### config.mk
export PLATFORM = sky130hd
export DESIGN_NAME = sensor_standby_ctrl
export DESIGN_NICKNAME = d
export VERILOG_FILES = /design/src/rtl/stby_pkg.sv /design/src/rtl/stby_sync.sv /design/src/rtl/stby_fsm.sv /design/src/rtl/stby_vidgate.sv /design/src/rtl/sensor_standby_ctrl.sv
export SDC_FILE = /design/constraint.sdc
export NUM_CORES = 1
export LEC_CHECK = 0
export BUFFER_PORTS_ARGS = -buffer_cell sky130_fd_sc_hd__buf_2
export CORE_MARGIN = 1.5
export CORE_UTILIZATION = 50
export DETAILED_ROUTE_END_ITERATION = 8
export GPL_TIMING_DRIVEN = 1
export MAX_ROUTING_LAYER = met4
export PLACE_DENSITY = 0.86
export SLEW_MARGIN = 20
export SYNTH_ARGS = -nofsm -noshare
export SYNTH_HDL_FRONTEND = slang
export SYNTH_SLANG_ARGS = --single-unit
export TNS_END_PERCENT = 10
### constraint.sdc
create_clock -name clk -period 4.6 [get_ports clk]
set_input_delay 0.69 -clock clk [delete_from_list [all_inputs] [get_ports clk]]
set_output_delay 0.69 -clock clk [all_outputs]
set_load 0.1 [all_outputs]
### src/rtl/stby_pkg.sv
package stby_pkg;
  typedef enum logic [1:0] {
    PH_ACTIVE  = 2'd0,
    PH_DRAIN   = 2'd1,
    PH_STANDBY = 2'd2,
    PH_EXIT    = 2'd3
  } phase_t;

  typedef enum logic [2:0] {
    ST_ACT     = 3'd0,
    ST_DRAIN   = 3'd1,
    ST_STBY    = 3'd2,
    ST_CLKUP   = 3'd3,
    ST_ANAUP   = 3'd4,
    ST_RESTART = 3'd5
  } state_t;

  function automatic phase_t phase_of(state_t s);
    case (s)
      ST_ACT:   return PH_ACTIVE;
      ST_DRAIN: return PH_DRAIN;
      ST_STBY:  return PH_STANDBY;
      default:  return PH_EXIT;
    endcase
  endfunction
endpackage

### src/rtl/stby_sync.sv
module stby_sync #(
  parameter int STAGES = 2
) (
  input  logic clk,
  input  logic rst_n,
  input  logic d_i,
  output logic q_o
);
  logic [STAGES-1:0] sh_q;

  generate
    if (STAGES == 1) begin : g_single
      always_ff @(posedge clk or negedge rst_n)
        if (!rst_n) sh_q <= '0;
        else        sh_q <= d_i;
    end else begin : g_chain
      always_ff @(posedge clk or negedge rst_n)
        if (!rst_n) sh_q <= '0;
        else        sh_q <= {sh_q[STAGES-2:0], d_i};
    end
  endgenerate

  assign q_o = sh_q[STAGES-1];
endmodule

### src/rtl/stby_fsm.sv
module stby_fsm
  import stby_pkg::*;
#(
  parameter int CNT_W = 8
) (
  input  logic             clk,
  input  logic             rst_n,
  input  logic             pin_req_i,
  input  logic             pin_mask_i,
  input  logic             reg_req_i,
  input  logic             row_busy_i,
  input  logic             pll_keep_i,
  input  logic [CNT_W-1:0] clk_wait_i,
  input  logic [CNT_W-1:0] ana_wait_i,
  output logic             clk_gate_en_o,
  output logic             analog_en_o,
  output logic             pll_pd_req_o,
  output logic             timing_restart_o,
  output logic             force_low_o,
  output logic [1:0]       phase_o
);
  state_t           st_q, st_d;
  logic             src_q, src_d;   // 1: pin started standby, 0: register
  logic [CNT_W-1:0] cnt_q;
  logic             release_w;

  assign release_w = src_q ? !pin_req_i : !reg_req_i;

  always_comb begin
    st_d  = st_q;
    src_d = src_q;
    case (st_q)
      ST_ACT: begin
        if (pin_req_i && !pin_mask_i) begin
          st_d  = ST_DRAIN;
          src_d = 1'b1;
        end else if (reg_req_i) begin
          st_d  = ST_DRAIN;
          src_d = 1'b0;
        end
      end
      ST_DRAIN:   if (!row_busy_i)      st_d = ST_STBY;
      ST_STBY:    if (release_w)        st_d = ST_CLKUP;
      ST_CLKUP:   if (cnt_q == '0)      st_d = ST_ANAUP;
      ST_ANAUP:   if (cnt_q == '0)      st_d = ST_RESTART;
      ST_RESTART:                       st_d = ST_ACT;
      default:                          st_d = ST_ACT;
    endcase
  end

  always_ff @(posedge clk or negedge rst_n) begin
    if (!rst_n) begin
      st_q  <= ST_ACT;
      src_q <= 1'b0;
    end else begin
      st_q  <= st_d;
      src_q <= src_d;
    end
  end

  always_ff @(posedge clk or negedge rst_n) begin
    if (!rst_n)                                    cnt_q <= '0;
    else if (st_q == ST_STBY && release_w)         cnt_q <= clk_wait_i;
    else if (st_q == ST_CLKUP && cnt_q == '0)      cnt_q <= ana_wait_i;
    else if ((st_q == ST_CLKUP || st_q == ST_ANAUP) && cnt_q != '0)
                                                   cnt_q <= cnt_q - 1'b1;
  end

  assign clk_gate_en_o    = (st_q != ST_STBY);
  assign analog_en_o      = (st_q != ST_STBY) && (st_q != ST_CLKUP);
  assign pll_pd_req_o     = (st_q == ST_STBY) && !pll_keep_i;
  assign timing_restart_o = (st_q == ST_RESTART);
  assign force_low_o      = (st_q == ST_STBY) || (st_q == ST_CLKUP) ||
                            (st_q == ST_ANAUP) || (st_q == ST_RESTART);
  assign phase_o          = phase_of(st_q);

  a_r3_drain_holds: assert property (@(posedge clk) disable iff (!rst_n)
    (st_q == ST_DRAIN && row_busy_i) |=> st_q == ST_DRAIN);
  a_r4_gate_after_drain: assert property (@(posedge clk) disable iff (!rst_n)
    $fell(clk_gate_en_o) |-> $past(st_q) == ST_DRAIN);
  a_r7_source_held: assert property (@(posedge clk) disable iff (!rst_n)
    (st_q != ST_ACT) |=> $stable(src_q));
  a_r8_analog_after_clock: assert property (@(posedge clk) disable iff (!rst_n)
    $rose(analog_en_o) |-> $past(clk_gate_en_o));
  a_r8_clock_first: assert property (@(posedge clk) disable iff (!rst_n)
    $rose(clk_gate_en_o) |-> !analog_en_o);
  a_r9_single_restart: assert property (@(posedge clk) disable iff (!rst_n)
    timing_restart_o |=> (st_q == ST_ACT) && !timing_restart_o);
endmodule

### src/rtl/stby_vidgate.sv
module stby_vidgate #(
  parameter int DATA_W = 10
) (
  input  logic              force_low_i,
  input  logic              lv_i,
  input  logic              fv_i,
  input  logic              pclk_i,
  input  logic              flash_i,
  input  logic [DATA_W-1:0] dout_i,
  output logic              lv_o,
  output logic              fv_o,
  output logic              pclk_o,
  output logic              flash_o,
  output logic [DATA_W-1:0] dout_o
);
  assign lv_o    = lv_i    & ~force_low_i;
  assign fv_o    = fv_i    & ~force_low_i;
  assign pclk_o  = pclk_i  & ~force_low_i;
  assign flash_o = flash_i & ~force_low_i;
  assign dout_o  = dout_i  & {DATA_W{~force_low_i}};
endmodule

### src/rtl/sensor_standby_ctrl.sv
module sensor_standby_ctrl #(
  parameter int DATA_W     = 10,
  parameter int CNT_W      = 8,
  parameter int SYNC_STAGE = 2
) (
  input  logic              clk,
  input  logic              rst_n,
  input  logic              stby_pin_i,
  input  logic              pin_mask_i,
  input  logic              reg_stby_i,
  input  logic              pll_keep_i,
  input  logic [CNT_W-1:0]  clk_wait_i,
  input  logic [CNT_W-1:0]  ana_wait_i,
  input  logic              row_busy_i,
  input  logic              lv_i,
  input  logic              fv_i,
  input  logic              pclk_i,
  input  logic              flash_i,
  input  logic [DATA_W-1:0] dout_i,
  output logic              clk_gate_en_o,
  output logic              analog_en_o,
  output logic              pll_pd_req_o,
  output logic              timing_restart_o,
  output logic [1:0]        phase_o,
  output logic              lv_o,
  output logic              fv_o,
  output logic              pclk_o,
  output logic              flash_o,
  output logic [DATA_W-1:0] dout_o
);
  logic pin_sync;
  logic force_low;

  stby_sync #(.STAGES(SYNC_STAGE)) u_sync (
    .clk   (clk),
    .rst_n (rst_n),
    .d_i   (stby_pin_i),
    .q_o   (pin_sync)
  );

  stby_fsm #(.CNT_W(CNT_W)) u_fsm (
    .clk              (clk),
    .rst_n            (rst_n),
    .pin_req_i        (pin_sync),
    .pin_mask_i       (pin_mask_i),
    .reg_req_i        (reg_stby_i),
    .row_busy_i       (row_busy_i),
    .pll_keep_i       (pll_keep_i),
    .clk_wait_i       (clk_wait_i),
    .ana_wait_i       (ana_wait_i),
    .clk_gate_en_o    (clk_gate_en_o),
    .analog_en_o      (analog_en_o),
    .pll_pd_req_o     (pll_pd_req_o),
    .timing_restart_o (timing_restart_o),
    .force_low_o      (force_low),
    .phase_o          (phase_o)
  );

  stby_vidgate #(.DATA_W(DATA_W)) u_gate (
    .force_low_i (force_low),
    .lv_i        (lv_i),
    .fv_i        (fv_i),
    .pclk_i      (pclk_i),
    .flash_i     (flash_i),
    .dout_i      (dout_i),
    .lv_o        (lv_o),
    .fv_o        (fv_o),
    .pclk_o      (pclk_o),
    .flash_o     (flash_o),
    .dout_o      (dout_o)
  );

  a_r6_quiet_outside_active: assert property (@(posedge clk) disable iff (!rst_n)
    (phase_o == 2'd2) |-> (dout_o == '0) && !lv_o && !fv_o && !pclk_o && !flash_o);
endmodule

==> summary.md <==
The slew at the pin closest to its max-slew limit came out at 0.909 ns. The height of the chip came out at 51.9 um. Row generation in the floorplan step produced 17 rows. For the worst-skew pair later-pin latency, the log shows 0.29 ns. Across the routed clock network, the largest skew measured is 0.000905 ns. The repair_antennas step left the layout with diodes totalling 0. The buffer and inverter count on the worst path was 1. The final clock period utilization by the worst path is 0.583, and the detail-routed via count per cell is 5.74.

The routed layout has 1,235 vias. The number of global-route vias before repair was 1,228. The number of buffers added by the clock tree synthesis step is 3, and the count of max-cap constraint violations is 0. After detailed routing, the average wire length per cell comes to 15.1 um. Derived from the worst setup path, the maximum achievable clock frequency is 373 MHz.

TritonCTS built the clock tree. The number of antenna violations at the first check in global routing was 0. The congestion estimate from routability-driven global placement came to 0.823. Dividing total power by cell area gives a power density of 801 nW/um^2.

The sequential-to-total area share from yosys stat came out at 0.293. The worst setup path is launched from a flip-flop. The async set or reset register ratio after synthesis came out at 1.00. The overall die width is 51.9 um, and the area share of the largest cell type after synthesis is 0.293. The run gives 0 as the final count of hold timing violations. The logs give 1.99 ns for the data arrival time of the critical path and 0 for the number of buffers inserted to repair setup after CTS. Entering global routing, the biggest net connects 18 pins. The worst setup path is captured at a primary output. Synthesis produced 136 cells.

The HPWL after detailed placement is 2.42 mm. The tools report the post-route core utilization as 0.670. The number of H-tree levels was 1; the count of different cell masters after synthesis was 54.

The flow ran to the end, and the final reports show no timing, DRC or antenna violations. The path type of the worst min-delay path was in -> async. The layout-stage area growth over the synthesis result was 25.1%.

The number of port buffers was 56; the number of synthesis warnings was 0. The standby leakage power is 0.000758 uW, and the clock period minus final worst setup slack is 2.68 ns. In this run the worst path has a maximum fanout of 17. Wires add up to 3.25 mm. The most used flip-flop cell after synthesis is sky130_fd_sc_hd__dfrtp_1. The run gives 0 as the global route total overflow. Ranked by total cell area, the synthesized netlist is headed by sky130_fd_sc_hd__dfrtp_1 (29%), sky130_fd_sc_hd__and3_1 (7.3%), sky130_fd_sc_hd__a21oi_1 (5.0%). The library cell contributing the largest single delay on the critical path was sky130_fd_sc_hd__dfrtp_1. Count of hold buffers inserted by post-cts repair: 0.

The share of layout cells above drive strength 1 works out to 0.380. After clock tree synthesis, the clock-pin slew on the worst setup and hold paths is 0.09 ns. Walking the worst path, the cells encountered are nand2b_1 -> and3_1 -> buf_2. After detailed routing, the number of remaining DRC violations is 0.

Count of final max-slew check failures: 0. The final layout contains 227 nets. The flop and latch count out of synthesis was 14. In the final timing run, aggregate negative setup slack is 0 ns.

The logs give 2230 um^2 for the area of the core region and 0.536 for the effective utilization at floorplan. The run gives 5.26 mm as the global-route wire length before repair. The logs give 0 for the remaining antenna violation count and 0.394 for the worst-case headroom to the max-slew limit. Counting every net in the synthesized netlist gives 175. The first detailed-routing pass ran for 4 iterations.

Each instance of the synthesized netlist takes up on average 8.80 um^2. The critical path is of the reg -> out type. During I/O placement, the number of pins put on the boundary was 57. In this run the deepest clock path goes through 2 buffers.

The detailed router finished its first iteration with 32 violations. Across the VDD grid, the largest voltage drop is 606 uV. Top cell family by delay on the critical path: simple AND/OR/NAND/NOR gates. The delay of the slowest cell on the worst path is 0.59 ns. The die covers 2690 um^2.

In this run, post-CTS repair resized a total of 0 instances. The biggest area contributor in the post-synthesis netlist is sky130_fd_sc_hd__dfrtp_1. Buffer cell driving the clock tree root: sky130_fd_sc_hd__clkbuf_4. For the number of clock sinks, the log shows 14. The aggregate global-route resource usage came out at 0.273. STA puts the critical path data required time at 3.91 ns.

The number of enable flip-flop cells after synthesis is 0. Setup repair after global routing left no endpoint under its margin. Setup violations remaining at the end of the flow were counted as 0. The cell area that synthesis handed to floorplanning was 1200 um^2.
[cell type report]
cell class	count	area [um^2]
multi-input cells	108	776
repair buffers	56	280
flip-flops and latches	14	350
inverters	5	18.8
well taps	28	35.0
fillers	199	737
clock buffers	4	36.3
[routing by layer]
metal / global-route usage / wire length [um] / up-vias
li1: - / - / 613
met3: 0.0632 / 148 / 11
met1: 0.302 / 1380 / 576
met2: 0.460 / 1620 / 35
met5: - / 0 / -
met4: 0.136 / 95 / 0
[kinds of logic after synthesis]
kind of cell             Yosys count  synth area share
AO/OA/AOI/OAI                     40             0.237
XOR/XNOR                           2            0.0146
adder cells (fa/ha/maj)            2            0.0209
buffers and inverters             14            0.0586
flip-flops                        14             0.293
multiplexers                       3            0.0251
AND/OR/NAND/NOR                   61             0.350
[cell usage after synthesis, types with 2 or more instances]
library cell,number
sky130_fd_sc_hd__and3_1,14
sky130_fd_sc_hd__dfrtp_1,14
sky130_fd_sc_hd__a21oi_1,12
sky130_fd_sc_hd__nor2_1,12
sky130_fd_sc_hd__nand2_1,8
sky130_fd_sc_hd__buf_2,5
sky130_fd_sc_hd__inv_1,5
sky130_fd_sc_hd__a31oi_1,3
sky130_fd_sc_hd__mux2i_1,3
sky130_fd_sc_hd__nand2b_1,3
sky130_fd_sc_hd__o31ai_1,3
sky130_fd_sc_hd__a221o_1,2
sky130_fd_sc_hd__a22oi_1,2
sky130_fd_sc_hd__and2_1,2
sky130_fd_sc_hd__clkbuf_1,2
sky130_fd_sc_hd__ha_1,2
sky130_fd_sc_hd__nor3_1,2
sky130_fd_sc_hd__nor3b_1,2
sky130_fd_sc_hd__o21ai_1,2
sky130_fd_sc_hd__o22ai_1,2
sky130_fd_sc_hd__or3_1,2
sky130_fd_sc_hd__xnor2_1,2
[flip-flops by register name (all words and copies together) (netlist names)]
signal and cells:
u_fsm.cnt_q 8, u_fsm.src_q 1, u_sync.sh_q 2, u_fsm.st_q 3
[power by group]
| group | internal [uW] | leakage, uW | switching [uW] |
|---|---|---|---|
| combinational | 247 | 0.000570 | 580 |
| clock | 48.3 | 0.0000210 | 46.0 |
| sequential | 173 | 0.000167 | 104 |
| total | 469 | 0.000758 | 730 |
[worst reg2reg max path: stages (launching register included)]
cell and delay [ns]:
sky130_fd_sc_hd__dfrtp_1 0.54, sky130_fd_sc_hd__and3b_1 0.33, sky130_fd_sc_hd__o2bb2ai_1 0.75, sky130_fd_sc_hd__a311oi_1 0.10, sky130_fd_sc_hd__o31ai_1 0.27
[cell usage in the layout (no fill, tap or decap), types with 2 or more instances in the layout]
cell and instances:
sky130_fd_sc_hd__nor3b_1 2, sky130_fd_sc_hd__o21ai_1 2, sky130_fd_sc_hd__clkbuf_4 3, sky130_fd_sc_hd__or3_1 2, sky130_fd_sc_hd__ha_1 2, sky130_fd_sc_hd__mux2i_1 3, sky130_fd_sc_hd__a31oi_1 3, sky130_fd_sc_hd__nor2_1 12
sky130_fd_sc_hd__dfrtp_1 14, sky130_fd_sc_hd__o22ai_1 2, sky130_fd_sc_hd__a21oi_1 12, sky130_fd_sc_hd__and3_1 14, sky130_fd_sc_hd__a22oi_1 2, sky130_fd_sc_hd__nand2b_1 3, sky130_fd_sc_hd__nand2_1 8, sky130_fd_sc_hd__o31ai_1 3
sky130_fd_sc_hd__and2_1 2, sky130_fd_sc_hd__xnor2_1 2, sky130_fd_sc_hd__nor3_1 2, sky130_fd_sc_hd__buf_2 56, sky130_fd_sc_hd__inv_1 5, sky130_fd_sc_hd__a221o_1 2
[per-stage QoR]
| step | total power [uW] | instance area [um^2] | hold slack, ns | std cells | setup WS (ns) |
|---|---|---|---|---|---|
| floorplan | 977 | 1200 | 0.331 | 136 | 1.30 |
| global placement | 1080 | 1460 | 0.338 | 211 | 2.30 |
| detailed placement | 1100 | 1460 | 0.342 | 211 | 2.25 |
| CTS | 1200 | 1500 | 0.284 | 215 | 1.91 |
| global route | 1280 | 1500 | 0.293 | 215 | 1.78 |
| finish | 1200 | 1500 | 0.283 | 215 | 1.92 |
[path summary, 6_finish.rpt]
kind                                                start                    endpoint  slack [ns]  cells after the start
worst max-delay path            u_fsm.st_q[1]$_DFFE_PN0P_                   dout_o[3]        1.92                      3
worst min-delay path                                rst_n  u_fsm.cnt_q[1]$_DFFE_PN0P_        0.28                      1
worst max register to register  u_fsm.st_q[0]$_DFFE_PN0P_  u_fsm.cnt_q[1]$_DFFE_PN0P_        2.51                      4
worst min register to register   u_sync.sh_q[0]$_DFF_PN0_    u_sync.sh_q[1]$_DFF_PN0_        0.36                      0
max in group asynchronous                           rst_n    u_sync.sh_q[0]$_DFF_PN0_        4.07                      1
min in group clk                 u_sync.sh_q[0]$_DFF_PN0_    u_sync.sh_q[1]$_DFF_PN0_        0.36                      0
Note: power is estimated with default switching activity, not from simulation.
